[src/rtl/tdm_align_pkg.sv]
package tdm_align_pkg;

    // Geometry of one input line
    localparam int CHAN_W  = 8;                       // channel number width (max 256 channels)
    localparam int BDLY_W  = 5;                       // fractional delay width, quarter-bit units
    localparam int DATA_W  = 8;                       // bits per channel
    localparam int OVS_LG2 = 2;                       // sampling clock is 2**OVS_LG2 times bit rate
    localparam int BIT_LG2 = $clog2(DATA_W);
    localparam int PH_W    = CHAN_W + BIT_LG2 + OVS_LG2;
    localparam int CENTRE  = 2;                       // default sample tick inside a bit

    typedef enum logic {
        RATE_LO = 1'b0,                               // half the channels
        RATE_HI = 1'b1                                // full channel count
    } rate_e;

    typedef struct packed {
        rate_e               rate;
        logic [CHAN_W-1:0]   cdly;
        logic [BDLY_W-1:0]   bdly;
    } align_cfg_t;

    typedef logic [PH_W-1:0] phase_t;

    // Last tick index of a frame at the given rate
    function automatic phase_t frame_last(rate_e r);
        if (r == RATE_HI)
            return phase_t'((1 << PH_W) - 1);
        return phase_t'((1 << (PH_W - 1)) - 1);
    endfunction

    // Phase loaded at the pulse edge: frame length minus centre minus delay
    function automatic phase_t reload_phase(rate_e r, logic [BDLY_W-1:0] d);
        return frame_last(r) - phase_t'(CENTRE - 1) - phase_t'(d);
    endfunction

    // Channel number mask for the active rate
    function automatic logic [CHAN_W-1:0] chan_mask(rate_e r);
        if (r == RATE_HI)
            return {CHAN_W{1'b1}};
        return {1'b0, {(CHAN_W-1){1'b1}}};
    endfunction

endpackage

[src/rtl/tdm_cfg_shadow.sv]
module tdm_cfg_shadow
    import tdm_align_pkg::*;
(
    input  logic       clk,
    input  logic       rst,
    input  logic       frm_pulse,
    input  align_cfg_t cfg_in,
    output align_cfg_t cfg_eff,
    output align_cfg_t cfg_act,
    output logic       locked_q,
    output logic       run
);

    // Settings become active only at a frame pulse
    always_ff @(posedge clk) begin
        if (rst) begin
            cfg_act  <= '0;
            locked_q <= 1'b0;
        end else if (frm_pulse) begin
            cfg_act  <= cfg_in;
            locked_q <= 1'b1;
        end
    end

    // The pulse edge itself already works with the new settings
    always_comb begin
        cfg_eff = frm_pulse ? cfg_in : cfg_act;
        run     = locked_q | frm_pulse;
    end

endmodule

[src/rtl/tdm_phase_ctr.sv]
module tdm_phase_ctr
    import tdm_align_pkg::*;
(
    input  logic              clk,
    input  logic              rst,
    input  logic              frm_pulse,
    input  logic              run,
    input  rate_e             rate,
    input  logic [BDLY_W-1:0] bdly,
    output logic              samp,
    output logic              last_bit,
    output logic [CHAN_W-1:0] slot
);

    phase_t ph_q;
    phase_t ph_d;

    // Phase counts ticks relative to the delayed channel-0 start, modulo frame
    always_comb begin
        if (frm_pulse)
            ph_d = reload_phase(rate, bdly);
        else if (ph_q == frame_last(rate))
            ph_d = '0;
        else
            ph_d = ph_q + 1'b1;
    end

    always_ff @(posedge clk) begin
        if (rst)
            ph_q <= '0;
        else if (run)
            ph_q <= ph_d;
    end

    always_comb begin
        samp     = run && (ph_d[OVS_LG2-1:0] == '0);
        last_bit = samp && (&ph_d[OVS_LG2 +: BIT_LG2]);
        slot     = ph_d[PH_W-1 -: CHAN_W];
    end

endmodule

[src/rtl/tdm_byte_asm.sv]
module tdm_byte_asm
    import tdm_align_pkg::*;
(
    input  logic              clk,
    input  logic              rst,
    input  logic              samp,
    input  logic              last_bit,
    input  logic              ser_in,
    input  logic [CHAN_W-1:0] slot,
    input  logic [CHAN_W-1:0] cdly,
    input  rate_e             rate,
    output logic [DATA_W-1:0] rx_data,
    output logic [CHAN_W-1:0] rx_chan,
    output logic              rx_valid
);

    logic [DATA_W-2:0] sh_q;
    logic [DATA_W-1:0] word;
    logic [CHAN_W-1:0] lchan;

    always_comb begin
        word  = {sh_q, ser_in};
        lchan = (slot - cdly) & chan_mask(rate);
    end

    always_ff @(posedge clk) begin
        if (rst) begin
            sh_q     <= '0;
            rx_data  <= '0;
            rx_chan  <= '0;
            rx_valid <= 1'b0;
        end else begin
            rx_valid <= last_bit;
            if (samp)
                sh_q <= word[DATA_W-2:0];
            if (last_bit) begin
                rx_data <= word;
                rx_chan <= lchan;
            end
        end
    end

endmodule

[src/rtl/tdm_frame_aligner.sv]
module tdm_frame_aligner
    import tdm_align_pkg::*;
(
    input  logic              clk,
    input  logic              rst,
    input  logic              frm_pulse,
    input  logic              ser_in,
    input  logic              cfg_rate,
    input  logic [CHAN_W-1:0] cfg_chan_dly,
    input  logic [BDLY_W-1:0] cfg_bit_dly,
    output logic [DATA_W-1:0] rx_data,
    output logic [CHAN_W-1:0] rx_chan,
    output logic              rx_valid
);

    align_cfg_t        cfg_in_s;
    align_cfg_t        cfg_eff;
    align_cfg_t        cfg_act;
    logic              locked_q;
    logic              run;
    logic              samp;
    logic              last_bit;
    logic [CHAN_W-1:0] slot;

    always_comb begin
        cfg_in_s.rate = rate_e'(cfg_rate);
        cfg_in_s.cdly = cfg_chan_dly;
        cfg_in_s.bdly = cfg_bit_dly;
    end

    tdm_cfg_shadow u_shadow (
        .clk       (clk),
        .rst       (rst),
        .frm_pulse (frm_pulse),
        .cfg_in    (cfg_in_s),
        .cfg_eff   (cfg_eff),
        .cfg_act   (cfg_act),
        .locked_q  (locked_q),
        .run       (run)
    );

    tdm_phase_ctr u_phase (
        .clk       (clk),
        .rst       (rst),
        .frm_pulse (frm_pulse),
        .run       (run),
        .rate      (cfg_eff.rate),
        .bdly      (cfg_eff.bdly),
        .samp      (samp),
        .last_bit  (last_bit),
        .slot      (slot)
    );

    tdm_byte_asm u_asm (
        .clk       (clk),
        .rst       (rst),
        .samp      (samp),
        .last_bit  (last_bit),
        .ser_in    (ser_in),
        .slot      (slot),
        .cdly      (cfg_eff.cdly),
        .rate      (cfg_eff.rate),
        .rx_data   (rx_data),
        .rx_chan   (rx_chan),
        .rx_valid  (rx_valid)
    );

endmodule

[config.mk]
export PLATFORM = sky130hd
export DESIGN_NAME = tdm_frame_aligner
export DESIGN_NICKNAME = d
export VERILOG_FILES = /design/src/rtl/tdm_align_pkg.sv /design/src/rtl/tdm_cfg_shadow.sv /design/src/rtl/tdm_phase_ctr.sv /design/src/rtl/tdm_byte_asm.sv /design/src/rtl/tdm_frame_aligner.sv
export SDC_FILE = /design/constraint.sdc
export NUM_CORES = 1
export LEC_CHECK = 0
export BUFFER_PORTS_ARGS = -buffer_cell sky130_fd_sc_hd__buf_2
export CAP_MARGIN = 20
export CORE_ASPECT_RATIO = 1.1
export CORE_MARGIN = 2
export CORE_UTILIZATION = 40
export CTS_BUF_LIST = sky130_fd_sc_hd__clkbuf_4 sky130_fd_sc_hd__clkbuf_8 sky130_fd_sc_hd__clkbuf_16
export DETAILED_ROUTE_END_ITERATION = 10
export GPL_TIMING_DRIVEN = 0
export HOLD_SLACK_MARGIN = 0.1
export PLACE_DENSITY_LB_ADDON = 0.15
export SYNTH_ARGS = -nofsm -noshare
export SYNTH_HDL_FRONTEND = slang
export SYNTH_SLANG_ARGS = --single-unit
[constraint.sdc]
create_clock -name clk -period 9 [get_ports clk]
set_clock_uncertainty 0.1 [all_clocks]
set_input_delay 1.8 -clock clk [delete_from_list [all_inputs] [get_ports clk]]
set_output_delay 1.8 -clock clk [all_outputs]
set_load 0.005 [all_outputs]
# [Yosys cells after proc, flatten, opt, wreduce, memory -nomap -nowiden]
# Index checks and enable logic that the tools add are counted.
[word_totals] rom_bits=0 in_bits=18 ff_bits=52 latch_bits=0 mem_bits_rw=0 mem_count=0
[op_classes] reduce_logical=4 n_mux=13 add_sub_neg=4 n_div=0 eq_ne=1 n_mul=0 magnitude_cmp=0 bitwise=2 n_shift=0
[op_table] cell="13-bit 2-to-1 mux" n=7
[op_table] cell="8-bit 2-to-1 mux" n=2
[op_table] cell="14-bit 2-to-1 mux" n=1
[op_table] cell="13-bit by 1-bit adder with 13-bit output (second input constant)" n=1
[op_table] cell="13-bit == test" n=1
[op_table] cell="13-bit by 1-bit subtractor with 13-bit output (second input constant)" n=1
[op_table] cell="13-bit by 5-bit subtractor with 13-bit output" n=1
[op_table] cell="8-bit AND" n=1
[op_table] cell="8-bit subtractor" n=1
[op_table] cell="1-bit 2-to-1 mux" n=3
[op_table] cell="3-bit AND reduction" n=1
[op_table] cell="1-bit logical AND" n=2
[op_table] cell="2-bit zero test" n=1
[op_table] cell="1-bit bitwise OR" n=1

# [Depth between registers and ports, before layout]
[logic_depth] word_depth=11 depth_mapped=13 ltp_nobuf=13

# [By module]
# A second synthesis with hierarchy kept.
[unflattened] cells_unflattened=329 area_unflattened_um2=3006.6
[modules_own_cells] module="tdm_byte_asm" cells_each=126 n_inst=1 area_each_um2=1173.6
[modules_own_cells] module="tdm_phase_ctr" cells_each=155 n_inst=1 area_each_um2=1156.1
[modules_own_cells] module="tdm_cfg_shadow" cells_each=48 n_inst=1 area_each_um2=676.9

# [Worst setup path after synthesis]
# No wires, ideal clock.
[synth_path] path_type="input port to flip-flop" startpoint="input port frm_pulse" endpoint="register u_asm.rx_chan[6]" path_slack_ns=4.580 path_stages=12 n_path_buf=2 arrival_time_ns=4.260 cell_sequence="buf_2 -> buf_1 -> o21ai_0 -> o31a_1 -> ha_1 -> fa_1 -> nor2b_1 -> o21ai_0 -> a21boi_0 -> o21ai_0 -> a2111oi_0 -> a311o_1"
[synth_via] elab_chain_len=11 word_cells_on_any_way=21 cone_classes="add/sub: 3; eq/ne: 1; mux: 11; bitwise: 2; reduce/logical: 4"
[synth_lines] item="start, declared" line="tdm_frame_aligner.sv:6" text="input logic frm_pulse,"
[synth_lines] item="parallel branches: the longest is 11 deep, another holds 13-bit by 1-bit subtractor with 13-bit output"
[synth_lines] item="end signal, assigned" line="tdm_byte_asm.sv:38" text="rx_chan <= lchan;"
[synth_lines] item="end, declared" line="tdm_byte_asm.sv:13" text="output logic [CHAN_W-1:0] rx_chan,"
# Parallel ways; which one is timed is not known. The select of a mux whose other input is x is not followed.
# A chain may end at the register's enable or synchronous reset.

# [Worst setup path in the final report]
# Same ends and word-level chain as after synthesis.

==> impl_metrics.yaml <==
logic_synthesis:
  yosys-top-cells-area: "dfxtp_1, mux2i_1, nand2_1"
  synth.top_cell.area_share: 0.373
  ys_types: 60
  synth_flop_cell: "dfxtp_1"
  syn_area_per_cell_um2: 8.82
  synth_top_area_cell: "dfxtp_1"
  synth-edff-count: 0
  ys_async_sr_fraction: 0
  syn-cell-area_um2: 2630
  yosysSeqAreaShare: 0.373
  synthCells: 298
  syn_nets: 326
  yosysWarningCount: 0
  ys_seq_elements: 49
final_layout:
  fin_nets: 367
  final_cells: 420
  drive_gt1_frac: 0.188
  regArea_um2: 981
  fill_cells: 635
  syn_to_final_growth_pct: 14.9
  diodes: 0
  multi_input_area_um2: 1510
global_route:
  grt_overflow: 0
  grt_usage: 0.174
  grt_pass1_vias: 2008
  grt_pass1_wl_um: 9640
  grt_max_degree: 15
  antenna_found_initial: 0
clock_tree:
  cts_tree: "done"
  hold_buffers: 0
  cts_repair_resize_count: 0
  h-tree-depth: 2
  cts_setup_buffers: 0
  clockBufferDepth: 2
  cts.sinks: 49
  numCtsBuffers: 5
  insertion_delay_ns: 0.30
  clkTransAtPathRegs_ns: 0.09
  root_buffer: "clkbuf_8"
power_and_ir_drop:
  power_density_nw_per_um2: 160
  peakVddDrop_v: 0.0000656
  power_frac_comb: 0.168
  clockPowerShare: 0.347
  totalPowerFinal_mw: 0.481
  internal_power_mw: 0.356
  swShare: 0.261
  p_leak_nw: 1.26
  switching_power_mw: 0.125
  seqPwrFrac: 0.485
placement:
  pre_cts_slack_ns: 3.85
  hpwl_um: 4430
  port-buffer-count: 34
  dp_cells: 412
  routabilityCongestion: 0.840
timing:
  fin_ws_ns: 4.14
  max_slew_margin: 0.561
  fmax_mhz: 206
  tightest_slew_ns: 0.659
  min_period_ns: 4.86
  final.setup.tns_ns: 0
  period_share: 0.540
  setup_viol: 0
  maxSlewViolCount: 0
  hold_viol_final: 0
  rsz0062_at_grt: "no"
worst_setup_path:
  critPathRequiredTime_ns: 9.15
  reg2regPathDepth: 13
  reg2reg_slack_ns: 5.46
  cp.arrival_ns: 5.01
  end_kind: "flop"
  timing.rr.end: "u_asm.rx_chan[6]$_SDFFE_PP0P_"
  crit_type: "primary input to flop"
  worstSetupStartpointType: "primary input"
  r2r-start: "u_phase.ph_q[0]$_SDFFE_PP0P_"
  worstPathMaxFanout: 10
  cp-startpoint: "frm_pulse"
floorplanning:
  io_pins: 35
  coreArea_um2: 6270
  placementRows: 30
  die_height_um: 89.0
  initial_core_util: 0.419
  die_w_um: 81.3
  die-area_um2: 7230
drt:
  drc: 0
  viasPerCell: 5.23
  avgRoutedWirePerCell_um: 14.1
  vias: 2196
  drt_iter0_markers: 107
  finalWirelength_um: 5940
  drt-pass1-iter-count: 4
  ant_nets: 0
worst_hold_path:
  hp-start: "u_asm.rx_data[2]$_SDFFE_PP0P_"
  whs_path_depth: 2
  hold_end: "u_asm.rx_data[2]$_SDFFE_PP0P_"
  min_path_type: "flop to flop"
run:
  maxCapViolCount: 0
outcome:
  status: "completed"
[state kept, by name (all words and copies together), names as in the netlist]
signal / count
u_phase.ph_q: 13
u_shadow.cfg_act: 11
u_asm.rx_chan: 8
u_asm.rx_data: 8
u_asm.sh_q: 7
u_asm.rx_valid: 1
u_shadow.locked_q: 1
[layout make-up]
cell class,count,area share
tap,80,0.0332
inverter,9,0.0112
clock buffer,7,0.0299
clock inverter,1,0.00995
sequential,49,0.325
multi-input combinational,225,0.501
timing repair buffer,34,0.0564
buffer,15,0.0332
[cell usage after synthesis (2+ instances only)]
cell / number
mux2i_1: 14
and3_1: 3
and4_1: 2
a221oi_1: 4
ha_1: 9
buf_1: 3
clkbuf_1: 3
nand3_1: 7
nor2b_1: 6
xor2_1: 9
a21oi_1: 22
nand4_1: 2
inv_1: 8
dfxtp_1: 49
xnor2_1: 9
a211oi_1: 8
o21a_1: 2
buf_2: 5
and2_1: 8
o21ai_0: 7
nor2_1: 34
nand2_1: 36
nor3_1: 5
a311o_1: 2
mux2_2: 6
[per-stage QoR]
step	hold WS [ns]	area (um2)	utilization
3_5_place_dp	0.344	2900	0.462
6_report	0.356	3020	0.481
4_1_cts	0.357	3020	0.481
2_1_floorplan	0.331	2630	-
3_3_place_gp	0.338	2900	0.462
5_1_grt	0.379	3020	0.481
[worst max-delay path, cell delays in order]
cell	delay, ns
buf_2	0.14
buf_2	0.28
buf_1	0.55
o21ai_0	0.19
o31a_1	0.17
ha_1	0.24
fa_1	0.42
nor2b_1	0.14
o21ai_0	0.10
a21boi_0	0.24
o21ai_0	0.14
a2111oi_0	0.43
a311o_1	0.17
[placed cells by master (no fill, tap or decap), drive strengths merged, types with 3 or more instances in the layout]
cell    netlist  layout
nor2         34      34
xor2          9       9
ha            9       9
inv           8       8
o21ai         8       8
and3          4       4
buf          10      44
nor2b         6       6
xnor2         9       9
a21oi        22      22
and2          9       9
clkbuf        4      11
nand4         3       3
mux2i        14      14
mux2          6       6
nor3          5       5
dfxtp        49      49
a211oi        8       8
a221oi        5       5
nand2        36      36
nand3         8       8
[how the worst max path moves through the flow]
| stage | endpoint | cells past startpoint |
|---|---|---|
| 2_1_floorplan | u_asm.rx_chan[6]$_SDFFE_PP0P_ | 12 |
| 3_3_place_gp | u_asm.rx_chan[6]$_SDFFE_PP0P_ | 13 |
| 3_5_place_dp | u_asm.rx_chan[6]$_SDFFE_PP0P_ | 13 |
| 4_1_cts | u_asm.rx_chan[6]$_SDFFE_PP0P_ | 13 |
| 5_1_grt | u_asm.rx_chan[6]$_SDFFE_PP0P_ | 13 |
| 6_report | u_asm.rx_chan[6]$_SDFFE_PP0P_ | 13 |
[cells by family after synthesis]
| family | count (synthesis) | share of synthesized area |
|---|---|---|
| compound gates | 59 | 0.155 |
| xor+xnor | 18 | 0.0600 |
| fa+ha+maj | 10 | 0.0505 |
| buf+inv | 24 | 0.0509 |
| flops | 49 | 0.373 |
| mux | 20 | 0.0790 |
| simple gates | 118 | 0.231 |
[routing by layer]
| metal | vias to the layer above | global-route usage | wire length (um) |
|---|---|---|---|
| met3 | 8 | 0.0273 | 194 |
| met2 | 46 | 0.285 | 2710 |
| li1 | 1128 | - | - |
| met1 | 1014 | 0.234 | 2940 |
| met5 | - | 0 | 0 |
| met4 | 0 | 0.0570 | 91 |
[power groups by stage]
stage,logic [mW],clock network [mW],registers [mW]
5_1_grt,0.0909,0.181,0.235
6_report,0.0808,0.167,0.233
3_5_place_dp,0.0807,0,0.238
3_3_place_gp,0.0804,0,0.238
2_1_floorplan,0.0613,0,0.237
4_1_cts,0.0813,0.173,0.233
No activity file was read; power rests on OpenSTA's default activity.
